==> src/rtl/alarm_timer64_pkg.sv <==
package alarm_timer64_pkg;

  localparam int ADDR_W = 4;

  typedef enum logic [ADDR_W-1:0] {
    A_CTRL    = 4'h0,
    A_SNAP    = 4'h1,
    A_SNAP_LO = 4'h2,
    A_SNAP_HI = 4'h3,
    A_ALM_LO  = 4'h4,
    A_ALM_HI  = 4'h5,
    A_RLD_LO  = 4'h6,
    A_RLD_HI  = 4'h7,
    A_IEN_SET = 4'h8,
    A_IEN_CLR = 4'h9,
    A_RAW     = 4'hA,
    A_RAW_CLR = 4'hB
  } reg_addr_e;

  typedef struct packed {
    logic arm;        // bit 2
    logic reload_en;  // bit 1
    logic run;        // bit 0
  } ctrl_t;

endpackage

==> src/rtl/alarm_timer64_core.sv <==
module alarm_timer64_core #(
  parameter int DATA_W = 32
) (
  input  logic                clk,
  input  logic                rst_n,
  input  logic                run_i,
  input  logic                tick_i,
  input  logic                arm_i,
  input  logic                reload_en_i,
  input  logic [2*DATA_W-1:0] alarm_i,
  input  logic [2*DATA_W-1:0] reload_i,
  input  logic                snap_req_i,
  output logic                fire_o,
  output logic [2*DATA_W-1:0] snap_o
);
  localparam int CNT_W = 2 * DATA_W;

  logic [CNT_W-1:0] cnt_q, cnt_d;
  logic [CNT_W-1:0] snap_q, snap_d;
  logic             step;

  assign step   = run_i && tick_i;
  assign fire_o = arm_i && (cnt_q >= alarm_i);

  always_comb begin
    cnt_d = cnt_q;
    if (fire_o && reload_en_i) begin
      cnt_d = reload_i;
    end else if (step) begin
      cnt_d = cnt_q + CNT_W'(1);
    end
  end

  always_comb begin
    snap_d = snap_q;
    if (snap_req_i) begin
      snap_d = cnt_q;
    end
  end

  always_ff @(posedge clk or negedge rst_n) begin
    if (!rst_n) begin
      cnt_q  <= '0;
      snap_q <= '0;
    end else begin
      cnt_q  <= cnt_d;
      snap_q <= snap_d;
    end
  end

  assign snap_o = snap_q;

  // qualified tick advances the count by one
  p_count_step_r1: assert property (@(posedge clk) disable iff (!rst_n)
    (run_i && tick_i && !fire_o) |=> (cnt_q == $past(cnt_q) + CNT_W'(1)));

  // no qualified tick and no firing leaves the count alone
  p_count_hold_r1: assert property (@(posedge clk) disable iff (!rst_n)
    (!(run_i && tick_i) && !fire_o) |=> $stable(cnt_q));

  // reload lands on the firing edge
  p_reload_load_r6: assert property (@(posedge clk) disable iff (!rst_n)
    (fire_o && reload_en_i) |=> (cnt_q == $past(reload_i)));

  // snapshot captures the live count on a trigger
  p_snap_take_r2: assert property (@(posedge clk) disable iff (!rst_n)
    snap_req_i |=> (snap_q == $past(cnt_q)));

  // snapshot holds between triggers
  p_snap_hold_r2: assert property (@(posedge clk) disable iff (!rst_n)
    !snap_req_i |=> $stable(snap_q));

endmodule

==> src/rtl/alarm_timer64_irq.sv <==
module alarm_timer64_irq #(
  parameter int IRQ_W = 1
) (
  input  logic             clk,
  input  logic             rst_n,
  input  logic             fire_i,
  input  logic [IRQ_W-1:0] clr_i,
  input  logic [IRQ_W-1:0] ien_i,
  output logic [IRQ_W-1:0] raw_o,
  output logic             irq_o
);
  logic [IRQ_W-1:0] raw_q, raw_d, set_vec;

  // bit 0 is the alarm source
  assign set_vec = IRQ_W'(fire_i);

  always_comb begin
    raw_d = (raw_q & ~clr_i) | set_vec;
  end

  always_ff @(posedge clk or negedge rst_n) begin
    if (!rst_n) begin
      raw_q <= '0;
    end else begin
      raw_q <= raw_d;
    end
  end

  assign raw_o = raw_q;
  assign irq_o = |(raw_q & ien_i);

  // firing sets raw bit 0
  p_raw_set_r7: assert property (@(posedge clk) disable iff (!rst_n)
    fire_i |=> raw_q[0]);

  // raw bit is sticky until cleared
  p_raw_sticky_r7: assert property (@(posedge clk) disable iff (!rst_n)
    (raw_q[0] && !clr_i[0]) |=> raw_q[0]);

  // a clear without a simultaneous set drops the bit
  p_raw_clear_r8: assert property (@(posedge clk) disable iff (!rst_n)
    (clr_i[0] && !fire_i) |=> !raw_q[0]);

endmodule

==> src/rtl/alarm_timer64_regs.sv <==
module alarm_timer64_regs
  import alarm_timer64_pkg::*;
#(
  parameter int DATA_W = 32,
  parameter int IRQ_W  = 1
) (
  input  logic                clk,
  input  logic                rst_n,
  input  logic                wr_i,
  input  logic [ADDR_W-1:0]   addr_i,
  input  logic [DATA_W-1:0]   wdata_i,
  input  logic                fire_i,
  input  logic [2*DATA_W-1:0] snap_i,
  input  logic [IRQ_W-1:0]    raw_i,
  output ctrl_t               ctrl_o,
  output logic [2*DATA_W-1:0] alarm_o,
  output logic [2*DATA_W-1:0] reload_o,
  output logic [IRQ_W-1:0]    ien_o,
  output logic                snap_req_o,
  output logic [IRQ_W-1:0]    clr_o,
  output logic [DATA_W-1:0]   rdata_o
);
  localparam int CNT_W = 2 * DATA_W;

  ctrl_t             ctrl_q, ctrl_d;
  logic [CNT_W-1:0]  alarm_q, alarm_d;
  logic [CNT_W-1:0]  reload_q, reload_d;
  logic [IRQ_W-1:0]  ien_q, ien_d;
  reg_addr_e         sel;
  logic              ctrl_wr;

  assign sel     = reg_addr_e'(addr_i);
  assign ctrl_wr = wr_i && (sel == A_CTRL);

  always_comb begin
    ctrl_d   = ctrl_q;
    alarm_d  = alarm_q;
    reload_d = reload_q;
    ien_d    = ien_q;
    if (fire_i) begin
      ctrl_d.arm = 1'b0;
    end
    if (wr_i) begin
      case (sel)
        A_CTRL:    ctrl_d = ctrl_t'(wdata_i[2:0]);
        A_ALM_LO:  alarm_d[DATA_W-1:0]      = wdata_i;
        A_ALM_HI:  alarm_d[CNT_W-1:DATA_W]  = wdata_i;
        A_RLD_LO:  reload_d[DATA_W-1:0]     = wdata_i;
        A_RLD_HI:  reload_d[CNT_W-1:DATA_W] = wdata_i;
        A_IEN_SET: ien_d = ien_q | wdata_i[IRQ_W-1:0];
        A_IEN_CLR: ien_d = ien_q & ~wdata_i[IRQ_W-1:0];
        default:   ;
      endcase
    end
  end

  always_ff @(posedge clk or negedge rst_n) begin
    if (!rst_n) begin
      ctrl_q   <= '0;
      alarm_q  <= '0;
      reload_q <= '0;
      ien_q    <= '0;
    end else begin
      ctrl_q   <= ctrl_d;
      alarm_q  <= alarm_d;
      reload_q <= reload_d;
      ien_q    <= ien_d;
    end
  end

  assign snap_req_o = wr_i && (sel == A_SNAP);
  assign clr_o      = (wr_i && (sel == A_RAW_CLR)) ? wdata_i[IRQ_W-1:0] : '0;

  always_comb begin
    rdata_o = '0;
    case (sel)
      A_CTRL:    rdata_o[2:0] = ctrl_q;
      A_SNAP_LO: rdata_o = snap_i[DATA_W-1:0];
      A_SNAP_HI: rdata_o = snap_i[CNT_W-1:DATA_W];
      A_ALM_LO:  rdata_o = alarm_q[DATA_W-1:0];
      A_ALM_HI:  rdata_o = alarm_q[CNT_W-1:DATA_W];
      A_RLD_LO:  rdata_o = reload_q[DATA_W-1:0];
      A_RLD_HI:  rdata_o = reload_q[CNT_W-1:DATA_W];
      A_IEN_SET: rdata_o[IRQ_W-1:0] = ien_q;
      A_RAW:     rdata_o[IRQ_W-1:0] = raw_i;
      default:   rdata_o = '0;
    endcase
  end

  assign ctrl_o   = ctrl_q;
  assign alarm_o  = alarm_q;
  assign reload_o = reload_q;
  assign ien_o    = ien_q;

  // firing disarms unless software rewrites control in that cycle
  p_one_shot_r5: assert property (@(posedge clk) disable iff (!rst_n)
    (fire_i && !ctrl_wr) |=> !ctrl_q.arm);

  // mask-set write leaves every written bit enabled
  p_ien_set_r9: assert property (@(posedge clk) disable iff (!rst_n)
    (wr_i && sel == A_IEN_SET) |=>
      ((ien_q & $past(wdata_i[IRQ_W-1:0])) == $past(wdata_i[IRQ_W-1:0])));

  // mask-clear write removes every written bit
  p_ien_clr_r9: assert property (@(posedge clk) disable iff (!rst_n)
    (wr_i && sel == A_IEN_CLR) |=> ((ien_q & $past(wdata_i[IRQ_W-1:0])) == '0));

endmodule

==> src/rtl/alarm_timer64.sv <==
module alarm_timer64
  import alarm_timer64_pkg::*;
#(
  parameter int DATA_W = 32,
  parameter int IRQ_W  = 1
) (
  input  logic              clk,
  input  logic              rst_n,
  input  logic              tick_en,
  input  logic              bus_wr,
  input  logic [ADDR_W-1:0] bus_addr,
  input  logic [DATA_W-1:0] bus_wdata,
  output logic [DATA_W-1:0] bus_rdata,
  output logic              irq
);
  localparam int CNT_W = 2 * DATA_W;

  logic             rst_meta_q, rst_sync_n;
  ctrl_t            ctrl;
  logic [CNT_W-1:0] alarm_val, reload_val, snap_val;
  logic [IRQ_W-1:0] ien, raw, clr;
  logic             snap_req, fire;

  // asynchronous assert, synchronous release
  always_ff @(posedge clk or negedge rst_n) begin
    if (!rst_n) begin
      rst_meta_q <= 1'b0;
      rst_sync_n <= 1'b0;
    end else begin
      rst_meta_q <= 1'b1;
      rst_sync_n <= rst_meta_q;
    end
  end

  alarm_timer64_regs #(.DATA_W(DATA_W), .IRQ_W(IRQ_W)) u_regs (
    .clk        (clk),
    .rst_n      (rst_sync_n),
    .wr_i       (bus_wr),
    .addr_i     (bus_addr),
    .wdata_i    (bus_wdata),
    .fire_i     (fire),
    .snap_i     (snap_val),
    .raw_i      (raw),
    .ctrl_o     (ctrl),
    .alarm_o    (alarm_val),
    .reload_o   (reload_val),
    .ien_o      (ien),
    .snap_req_o (snap_req),
    .clr_o      (clr),
    .rdata_o    (bus_rdata)
  );

  alarm_timer64_core #(.DATA_W(DATA_W)) u_core (
    .clk         (clk),
    .rst_n       (rst_sync_n),
    .run_i       (ctrl.run),
    .tick_i      (tick_en),
    .arm_i       (ctrl.arm),
    .reload_en_i (ctrl.reload_en),
    .alarm_i     (alarm_val),
    .reload_i    (reload_val),
    .snap_req_i  (snap_req),
    .fire_o      (fire),
    .snap_o      (snap_val)
  );

  alarm_timer64_irq #(.IRQ_W(IRQ_W)) u_irq (
    .clk    (clk),
    .rst_n  (rst_sync_n),
    .fire_i (fire),
    .clr_i  (clr),
    .ien_i  (ien),
    .raw_o  (raw),
    .irq_o  (irq)
  );

endmodule

==> config.mk <==
export PLATFORM = sky130hd
export DESIGN_NAME = alarm_timer64
export DESIGN_NICKNAME = d
export VERILOG_FILES = /design/src/rtl/alarm_timer64_pkg.sv /design/src/rtl/alarm_timer64_core.sv /design/src/rtl/alarm_timer64_irq.sv /design/src/rtl/alarm_timer64_regs.sv /design/src/rtl/alarm_timer64.sv
export SDC_FILE = /design/constraint.sdc
export NUM_CORES = 1
export LEC_CHECK = 0
export CAP_MARGIN = 25
export CELL_PAD_IN_SITES_DETAIL_PLACEMENT = 0
export CELL_PAD_IN_SITES_GLOBAL_PLACEMENT = 1
export CORE_ASPECT_RATIO = 0.9
export CORE_UTILIZATION = 45
export DETAILED_ROUTE_END_ITERATION = 6
export PLACE_DENSITY = 0.77
export SYNTH_ARGS = -nofsm -noshare
export SYNTH_HDL_FRONTEND = slang
export SYNTH_HIERARCHICAL = 1
export SYNTH_SLANG_ARGS = --single-unit
==> constraint.sdc <==
create_clock -name clk -period 7.99 [get_ports clk]
set_clock_uncertainty 0.2 [all_clocks]
set_input_delay 1.598 -clock clk [delete_from_list [all_inputs] [get_ports clk]]
set_output_delay 1.598 -clock clk [all_outputs]
set_load 0.05 [all_outputs]
# Word-level counts from Yosys, hierarchy flattened
# Cells that the tools add are included.
totals:
  in_bits: 40
  reg_bits: 263
classes:
  magnitude_cmp: 1
  n_reduce_logical: 14
  eq_ne: 11
  muxes: 10
  addsub: 1
  n_bitwise: 7
ops:
  columns: ["op", "count"]
  rows:
  - ["one-hot mux 29 bit (6 select lines)", 1]
  - ["two-way mux 64 bit", 2]
  - ["adder 64 x 1 -> 64 bit, second input constant", 1]
  - [">= comparator 64 bit", 1]
  - ["== test 4 x 3 -> 1 bit, second input constant", 4]
  - ["== test 4 bit, second input constant", 4]
  - ["one-hot mux 2 bit (7 select lines)", 1]
  - ["AND reduction 2 bit", 6]
  - ["one-hot mux 1 bit (9 select lines)", 1]
  - ["== test 4 x 2 -> 1 bit, second input constant", 2]
  - ["two-way mux 3 bit", 2]
  - ["logical AND 1 bit", 5]
  - ["== test 4 x 1 -> 1 bit, second input constant", 1]
  - ["logical NOT 4 bit", 1]
  - ["nonzero test 2 bit", 2]
  - ["AND 1 bit", 3]
  - ["two-way mux 1 bit", 2]
  - ["NOT 1 bit", 2]
  - ["bitwise OR 1 bit", 2]
  - ["one-hot mux 1 bit (2 select lines)", 1]

# Depth between registers and ports, before layout
# Gate-level depths: netlist of the first run.
logic_depth:
  ltp_word: 6
  depth_mapped: 10
  ltp_nobuf: 10

# Hierarchy
# Netlist of the first run, hierarchy kept.
by_module_without_submodules:
  columns: ["module", "n_inst", "cells_each", "seq_area_each_um2", "area_per_inst_um2"]
  rows:
  - ["alarm_timer64_core", 1, 690, 3203.1, 7574.8]
  - ["alarm_timer64_regs", 1, 518, 3303.2, 6740.2]
  - ["alarm_timer64", 1, 3, 50.0, 53.8]
  - ["alarm_timer64_irq", 1, 4, 25.0, 42.5]

# Worst setup path before layout of the first run
# Ideal clock, no wire load.
synth_timing:
  path_kind: "in2out"
  start: "input bus_addr[2]"
  end: "output bus_rdata[25]"
  setup_slack_ps: 2681
  arrival_time_ps: 3511
  stages: 5
  cell_sequence: "buf_4 -> buf_6 -> clkbuf_1 -> nand2b_1 -> o311ai_1"
synth_via:
  elab_chain_cells: 2
  word_cells_on_any_way: 7
synth_rtl:
  columns: ["item", "line_no", "source"]
  rows:
  - ["from (decl)", "alarm_timer64.sv:11", "input logic [ADDR_W-1:0] bus_addr,"]
  - ["== test 4 x 3 -> 1 bit / == test 4 x 2 -> 1 bit (equally long branches)", "alarm_timer64_regs.sv:76", "case (sel)"]
  - ["one-hot mux 29 bit (6 select lines) (*)", "alarm_timer64_regs.sv:76", null]
  - ["to (decl)", "alarm_timer64.sv:13", "output logic [DATA_W-1:0] bus_rdata,"]
# Mark *: on every way between the ends. The rest lies on a longest branch, timed or not.

# Final worst setup path of the first run
layout_timing:
  start: "input bus_addr[3]"
  end: "output bus_rdata[14]"
# Same word-level chain as after synthesis.

==> results of run 1 <==
cell usage after synthesis (all sizes together), types with 3 or more instances:
cell type / n / share of area
a21o: 5 / 0.0026
a21oi: 29 / 0.011
a22oi: 57 / 0.030
a31oi: 3 / 0.0013
a32oi: 4 / 0.0024
and2: 7 / 0.0030
and3: 15 / 0.0065
and3b: 23 / 0.014
and4: 7 / 0.0043
buf: 41 / 0.022
clkbuf: 13 / 0.0035
dfrtp: 263 / 0.46
ha: 65 / 0.056
inv: 72 / 0.019
mux2: 282 / 0.22
nand2: 66 / 0.017
nand2b: 3 / 0.0013
nand3: 21 / 0.0073
nand4: 33 / 0.014
nor2: 28 / 0.0076
nor2b: 6 / 0.0028
nor3: 13 / 0.0072
nor3b: 4 / 0.0031
o211ai: 22 / 0.011
o21ai: 26 / 0.0090
o221ai: 4 / 0.0024
or2: 5 / 0.0022
xnor2: 49 / 0.030
xor2: 14 / 0.0085
area by class of cell:
class                   count  area (µm²)  share of cell area
repair buffers             98         968              0.0584
clock buffers              38         820              0.0494
well taps                 409         512              0.0309
flip-flops and latches    263        6590               0.397
multi-input cells         826        7220               0.435
inverters                  72         270              0.0163
clock inverters            15         213              0.0128
per-stage QoR:
| stage | utilization | total power, mW | worst slack (ps) |
|---|---|---|---|
| 2_1_floorplan | - | 2.10 | 2680 |
| 4_1_cts | 0.530 | 3.79 | 1460 |
| 3_3_place_gp | 0.495 | 2.32 | 1280 |
| 5_1_grt | 0.531 | 3.93 | 1300 |
| 3_5_place_dp | 0.497 | 2.34 | 1480 |
| 6_report | 0.531 | 3.77 | 1380 |
cell families after synthesis:
logic type | after synthesis | synth area share
muxes | 284 | 0.222
DFF | 263 | 0.457
and+or+nand+nor | 247 | 0.103
AOI/OAI and AO/OA | 166 | 0.0794
buffers and inverters | 126 | 0.0441
adders and majority gates | 65 | 0.0564
xor gates and xnor gates | 63 | 0.0383
other | 1 | 0.000260
power groups by stage:
| stage | clock network, mW | registers [mW] | logic, mW |
|---|---|---|---|
| 6_report | 1.44 | 1.69 | 0.636 |
| 4_1_cts | 1.47 | 1.69 | 0.634 |
| 5_1_grt | 1.52 | 1.72 | 0.695 |
| 3_5_place_dp | 0 | 1.72 | 0.629 |
| 3_3_place_gp | 0 | 1.71 | 0.611 |
| 2_1_floorplan | 0 | 1.65 | 0.445 |
path summary, 6_finish.rpt:
path	startpoint	endpoint	slack [ps]	depth (start not counted)
max in group asynchronous	rst_sync_n	u_core/cnt_q[16]	6190	1
worst max register to register	u_core/cnt_q[38]	u_core/cnt_q[12]	3400	9
worst max-delay path	bus_addr[3]	bus_rdata[14]	1380	5
worst min-delay path	rst_meta_q	rst_sync_n	150	0
worst min register to register	rst_meta_q	rst_sync_n	150	0
min in group asynchronous	rst_sync_n	u_regs/reload_o[31]	170	0
flip-flops by register name, summed over array words and instances (netlist names), named ones only:
signal	cells
rst_meta_q	1
rst_sync_n	1
u_core/cnt_q	64
u_core/snap_o	64
u_irq/raw_o	1
u_regs/alarm_o	64
u_regs/ctrl_o	3
u_regs/reload_o	64
worst max-delay path: stages:
cell             delay, ps
clkdlybuf4s50_1        790
and4b_1               1120
a22oi_1                210
o221ai_1               190
clkdlybuf4s50_1        880
per-layer routing:
layer	vias up	part of all wire
met5	-	0
met4	0	0.032
met3	86	0.070
met2	343	0.45
met1	5227	0.45
li1	4586	-
==> impl_metrics.json, run 1 <==
{
  "p_leak_nw": 7.57,
  "synth_edf_count": 0,
  "hp-class": "flip-flop to flip-flop",
  "post-cts-setup-buffers": 0,
  "postSynthAreaPerCell_um2": 11.9,
  "final_common_cell": "mux2_2",
  "drv_cap": 0,
  "root_buffer": "clkbuf_16",
  "worst_pin_slew_ps": 1030,
  "p_sw_frac": 0.285,
  "max_slew_margin": 0.313,
  "die_x_um": 191,
  "vias": 10242,
  "path_max_fanout": 15,
  "die_y_um": 172,
  "grt-ovfl-total": 0,
  "fin_nets": 1395,
  "boundaryPins": 73,
  "fp.coreArea_um2": 31200,
  "seq_area_frac_synth": 0.457,
  "hold_violations": 0,
  "stdcell_count": 1721,
  "grt_max_degree": 75,
  "grt_pass1_wl_um": 64200,
  "insertion_delay_ps": 550,
  "worstPathRequired_ps": 6190,
  "place_hpwl_um": 29200,
  "path_class": "input port to output port",
  "diodes": 0,
  "ys_async_sr_fraction": 1.00,
  "final_area_um2": 16600,
  "final_cell_mix": "mux2_2 (269), dfrtp_1 (262), inv_1 (72), clkdlybuf4s50_1 (69), nand2_1 (66)",
  "ir_drop_v": 0.000169,
  "use_met2": 0.404,
  "drive_gt1_frac": 0.285,
  "synth_ff_type": "dfrtp_1",
  "critPathLaunchType": "input port",
  "outcome": "completed",
  "port_buffers": 72,
  "period_share": 0.828,
  "finalMaxSlewViolations": 0,
  "syn_to_final_growth_pct": 15.1,
  "fill_cells": 2693,
  "syn_inst": 1215,
  "holdBufCountCts": 0,
  "grt_usage": 0.263,
  "start_util": 0.462,
  "dpl.cell_count": 1666,
  "wl_per_cell_um": 24.4,
  "htreeDepth": 1,
  "rsz0062_at_grt": "no",
  "p_per_area_nw_per_um2": 228,
  "min_period_ps": 6610,
  "max_freq_mhz": 151,
  "die_area_um2": 32700,
  "grt.busiest_layer": "met2",
  "drt_iter0_drc": 846,
  "final_antenna_net_count": 0,
  "antenna_found_initial": 0,
  "p_switching_mw": 1.08,
  "combPwrFrac": 0.169,
  "clock-sinks": 263,
  "synth_seq_cells": 263,
  "use_met3": 0.0447,
  "vias_per_cell": 5.95,
  "routabilityCongestion": 0.891,
  "grt_pass1_vias": 10189,
  "syn-num-nets": 1320,
  "worst-endpoint-arrival_ps": 4810,
  "place_area_um2": 15500,
  "first_pass_iters": 5,
  "pwr-share-clk": 0.383,
  "setup_violations": 0,
  "cts_inserted_buffers": 29,
  "num_rows": 61,
  "grt_use_met1": 0.376,
  "fin_tns_setup_ps": 0,
  "end_kind": "output port",
  "wirelength_um": 41900,
  "remaining_drc_errors": 0,
  "clock_path_buffers": 3,
  "power.internal_mw": 2.70,
  "yosys_warnings": 6,
  "p_seq_frac": 0.449,
  "timing.hold.ws_ps": 151,
  "clk_pin_slew_worst_paths_ps": 60,
  "cts_tree": "built",
  "netlist_area_um2": 14400,
  "ys_types": 67,
  "ctsResizeCount": 0
}
No activity file was read; power rests on OpenSTA's default activity.
==> inputs of run 2 (changes only) <==
Clock period 7.99 ns to 5.7 ns, I/O delays scaled along.
==> run 2 against run 1 <==
  * Die area did not move
  * Global-route usage rose by 0.27 points
  * Sequential share of layout area fell by 0.55 points
  * Routed wire length rose by 0.13%
  * First-iteration DRC count fell by 1.4%
  * Clock-buffer cell count rose by 6
  * Critical path depth did not move
  * Critical path type unchanged
  * Critical endpoint is now bus_rdata[29]
  * Largest cell class unchanged
==> impl_metrics.json, run 2 (synthesis gave the netlist of run 1 again) <==
{
  "wirelength_um": 42000,
  "die_area_um2": 32700,
  "end_kind": "output port",
  "clk_pin_slew_worst_paths_ps": 60,
  "combPwrFrac": 0.180,
  "fin_nets": 1400,
  "syn_to_final_growth_pct": 16.7,
  "p_per_area_nw_per_um2": 309,
  "drv_cap": 0,
  "finalMaxSlewViolations": 0,
  "first_pass_iters": 5,
  "boundaryPins": 73,
  "cts_tree": "built",
  "r2r_slack_ps": 1150,
  "place_hpwl_um": 29500,
  "worstPathRequired_ps": 4360,
  "vias": 10266,
  "fp.coreArea_um2": 31200,
  "port_buffers": 72,
  "ir_drop_v": 0.000261,
  "grt_pass1_vias": 10409,
  "r2r-end": "u_core/cnt_q[32]",
  "seq_area_um2": 6590,
  "hold_violations": 0,
  "remaining_drc_errors": 0,
  "cp_slowest_cell": "nor2b_1",
  "final_common_cell": "mux2_2",
  "p_sw_frac": 0.287,
  "clock-sinks": 263,
  "p_seq_frac": 0.457,
  "rsz0062_at_grt": "no",
  "crit_path_max_incr_delay_ps": 1010,
  "grt_pass1_wl_um": 65000,
  "wl_per_cell_um": 24.3,
  "drt_iter0_drc": 834,
  "post-cts-setup-buffers": 0,
  "worst-endpoint-arrival_ps": 3570,
  "drive_gt1_frac": 0.308,
  "die_x_um": 191,
  "fill_cells": 2712,
  "setup_violations": 0,
  "hp-class": "flip-flop to asynchronous set/reset pin",
  "p_leak_nw": 7.71,
  "cts_inserted_buffers": 29,
  "rr_startpoint": "u_core/cnt_q[37]",
  "outcome": "completed",
  "power.internal_mw": 3.71,
  "htreeDepth": 1,
  "ff2ff_path_depth": 9,
  "root_buffer": "clkbuf_16",
  "path_class": "input port to output port",
  "finalCoreUtilization": 0.539,
  "vias_per_cell": 5.95,
  "grt_max_degree": 149,
  "multi_input_area_um2": 7220,
  "path_max_fanout": 12,
  "antenna_found_initial": 1,
  "pwr-share-clk": 0.363,
  "holdBufCountCts": 0,
  "final_cell_mix": "mux2_2 (269), dfrtp_1 (262), inv_1 (72), nand2_1 (66), ha_1 (65)",
  "ctsResizeCount": 0,
  "max_freq_mhz": 204,
  "num_rows": 61,
  "final_antenna_net_count": 0,
  "grt-ovfl-total": 0,
  "insertion_delay_ps": 550,
  "fin_tns_setup_ps": 0,
  "clock_path_buffers": 3,
  "worst_pin_slew_ps": 1140,
  "p_switching_mw": 1.49,
  "crit_chain": "clkdlybuf4s50_1 > nor2b_1 > o21ai_0 > o211ai_1 > buf_12",
  "routabilityCongestion": 0.879,
  "grt_usage": 0.265,
  "min_period_ps": 4910,
  "max_slew_margin": 0.239,
  "power_mw": 5.20,
  "die_y_um": 172,
  "start_util": 0.462,
  "critPathLaunchType": "input port",
  "period_share": 0.862
}
## run 2: cell types whose count changed in the layout (fill, tap and decap cells not counted), sizes merged
cell / previous run / this run
buf: 29 / 66
bufinv: 5 / 2
clkbuf: 38 / 44
clkdlybuf4s50: 69 / 37
clkinvlp: 5 / 0
diode: 0 / 1
## run 2: final cells by class
class / instances / share of cell area
Antenna cell: 1 / 0.000149
Clock buffer: 44 / 0.0513
Clock inverter: 7 / 0.00528
Inverter: 72 / 0.0161
Multi-Input combinational cell: 826 / 0.429
Sequential cell: 263 / 0.392
Tap cell: 409 / 0.0304
Timing Repair Buffer: 103 / 0.0760
## run 2: power groups by stage
stage               logic, mW  clock network (mW)  registers [mW]
finish                  0.937                1.89            2.37
CTS                     0.934                1.92            2.37
global placement        0.907                   0            2.40
global route             1.03                2.00            2.41
detailed placement      0.927                   0            2.40
floorplan               0.624                   0            2.32
## run 2: through the flow
stage	hold WS, ps	std cells	instance area (µm²)	setup WS, ps
2_1_floorplan	131	1215	14400	1190
3_3_place_gp	137	1672	15800	907
3_5_place_dp	145	1672	15800	928
4_1_cts	159	1723	16800	902
5_1_grt	166	1725	16800	790
6_report	137	1725	16800	787
## run 2: critical path, delay by kind of cell
| family | cells | cell delay (ps) |
|---|---|---|
| compound gates | 2 | 500 |
| buf+inv | 2 | 900 |
| simple gates | 1 | 1010 |
## run 2: worst max-delay path by stage
| stage | from | endpoint | slack (ps) | depth (start not counted) |
|---|---|---|---|---|
| finish | bus_addr[3] | bus_rdata[29] | 790 | 5 |
| global route | bus_addr[3] | bus_rdata[14] | 790 | 5 |
| CTS | bus_addr[3] | bus_rdata[29] | 900 | 5 |
| detailed placement | bus_addr[2] | bus_rdata[13] | 930 | 5 |
| global placement | bus_addr[3] | bus_rdata[29] | 910 | 5 |
| floorplan | rst_sync_n | u_core/cnt_q[0] | 1190 | 0 |
## run 2: metal layers
| metal | track usage | wire length, µm | part of all wire | vias up |
|---|---|---|---|---|
| met3 | 0.0414 | 2750 | 0.065 | 70 |
| li1 | - | - | - | 4594 |
| met5 | 0.00154 | 0 | 0 | - |
| met1 | 0.377 | 18900 | 0.45 | 5248 |
| met4 | 0.0779 | 1170 | 0.028 | 0 |
| met2 | 0.418 | 19200 | 0.46 | 354 |
==> inputs of run 3 (changes only) <==
Clock period 5.7 ns to 4.1 ns, I/O delays scaled along.
==> run 3 against run 2 <==
  * Core utilization is 0.82 points higher
  * Sequential share of layout area is 0.59 points lower
  * Critical path depth stayed put
  * Largest cell class unchanged
  * Clock-buffer cell count is 5 lower
  * Critical endpoint unchanged
  * Worst setup slack worse by 510 ps
  * Highest routed layer unchanged
==> impl_metrics.json, run 3 (synthesis gave the netlist of run 1 again) <==
{
  "p_per_area_nw_per_um2": 423,
  "fill_cells": 2651,
  "clock-sinks": 263,
  "die_area_um2": 32700,
  "clock_path_buffers": 3,
  "start_util": 0.462,
  "diodes": 0,
  "hold_violations": 0,
  "grt_usage": 0.261,
  "root_buffer": "clkbuf_16",
  "place_area_um2": 16100,
  "setup_violations": 0,
  "clk_pin_slew_worst_paths_ps": 60,
  "wl_met3_um": 2610,
  "port_buffers": 72,
  "seq_area_um2": 6590,
  "htreeDepth": 1,
  "p_leak_nw": 7.84,
  "stdcell_count": 1749,
  "worst_pin_slew_ps": 781,
  "holdBufCountCts": 0,
  "die_y_um": 172,
  "met1_length_um": 18900,
  "wl_per_cell_um": 23.7,
  "place_ws_ps": 321,
  "finalCoreUtilization": 0.547,
  "num_rows": 61,
  "timing.hold.ws_ps": 159,
  "hp-class": "flip-flop to flip-flop",
  "final_common_cell": "mux2_2",
  "drt_iter0_drc": 661,
  "wirelength_um": 41400,
  "rr_startpoint": "u_regs/alarm_o[14]",
  "dpl.cell_count": 1696,
  "period_share": 0.932,
  "ctsResizeCount": 0,
  "insertion_delay_ps": 560,
  "grt_max_degree": 95,
  "path_class": "input port to output port",
  "max_slew_margin": 0.479,
  "ff2ff_path_depth": 10,
  "die_x_um": 191,
  "fin_tns_setup_ps": 0,
  "drv_cap": 0,
  "end_kind": "output port",
  "final_antenna_net_count": 0,
  "grt_pass1_wl_um": 64600,
  "antenna_found_initial": 0,
  "outcome": "completed",
  "r2r_slack_ps": 430,
  "max_freq_mhz": 262,
  "critPathLaunchType": "input port",
  "post-cts-setup-buffers": 0,
  "post-route-worst-setup-slack_ps": 277,
  "place_hpwl_um": 29400,
  "path_max_fanout": 11,
  "min_period_ps": 3820,
  "fin_nets": 1423,
  "finalMaxSlewViolations": 0,
  "vias": 10314,
  "ir_drop_v": 0.000323,
  "rsz0062_at_grt": "no",
  "first_pass_iters": 6,
  "remaining_drc_errors": 0,
  "cts_tree": "built",
  "worstHoldStart": "rst_meta_q",
  "power_mw": 7.23,
  "grt_pass1_vias": 10534,
  "drive_gt1_frac": 0.322,
  "vias_per_cell": 5.90,
  "route.top_layer_used": "met4",
  "multi_input_area_um2": 7220,
  "final_area_um2": 17100,
  "grt-ovfl-total": 0,
  "final_cell_mix": "mux2_2 (269), dfrtp_1 (262), inv_1 (72), nand2_1 (66), ha_1 (65)",
  "worst-endpoint-arrival_ps": 2800,
  "holdPathEnd": "rst_sync_n",
  "wl_met2_um": 18800,
  "hold_depth": 0,
  "syn_to_final_growth_pct": 18.5,
  "r2r-end": "u_core/cnt_q[16]",
  "routabilityCongestion": 0.914,
  "fp.coreArea_um2": 31200,
  "cts_inserted_buffers": 29,
  "boundaryPins": 73,
  "worstPathRequired_ps": 3080
}
[run 3: changes by cell type in the layout (fill, tap and decap cells not counted)]
cell / previous run / this run
buf_4: 30 / 46
buf_12: 32 / 40
clkbuf_8: 8 / 5
clkbuf_1: 7 / 5
clkinv_4: 1 / 3
clkinvlp_4: 0 / 2
inv_6: 0 / 2
buf_16: 1 / 0
clkinv_2: 4 / 5
diode_2: 1 / 0
[run 3: final cells by class]
type                    instances  area share
repair buffers                126      0.0897
inverters                      72      0.0158
well taps                     409      0.0300
clock buffers                  39      0.0476
flip-flops and latches        263       0.386
clock inverters                14     0.00843
multi-input cells             826       0.423
[run 3: worst max path at each step]
stage / start / endpoint / slack [ps] / cells past startpoint
finish: bus_addr[3] / bus_rdata[29] / 280 / 5
global route: bus_addr[3] / bus_rdata[19] / 250 / 7
CTS: bus_addr[3] / bus_rdata[29] / 310 / 5
detailed placement: bus_addr[3] / bus_rdata[25] / 320 / 7
global placement: bus_addr[3] / bus_rdata[2] / 330 / 5
floorplan: bus_addr[2] / bus_rdata[25] / 350 / 5
[run 3: where the power goes]
part | total, mW | internal, mW | switching, mW
clock network | 2.62 | 1.52 | 1.10
registers | 3.29 | 2.95 | 0.339
logic | 1.32 | 0.660 | 0.658
[run 3: per-layer routing]
layer,up-vias,GRT usage
met4,0,0.0730
li1,4648,-
met2,341,0.413
met1,5255,0.372
met3,70,0.0377
met5,-,0
[run 3: critical path, cell delays in order]
cell and delay (ps):
clkdlybuf4s50_1 540, buf_4 240, or2_2 500, o211ai_1 490
buf_12 200
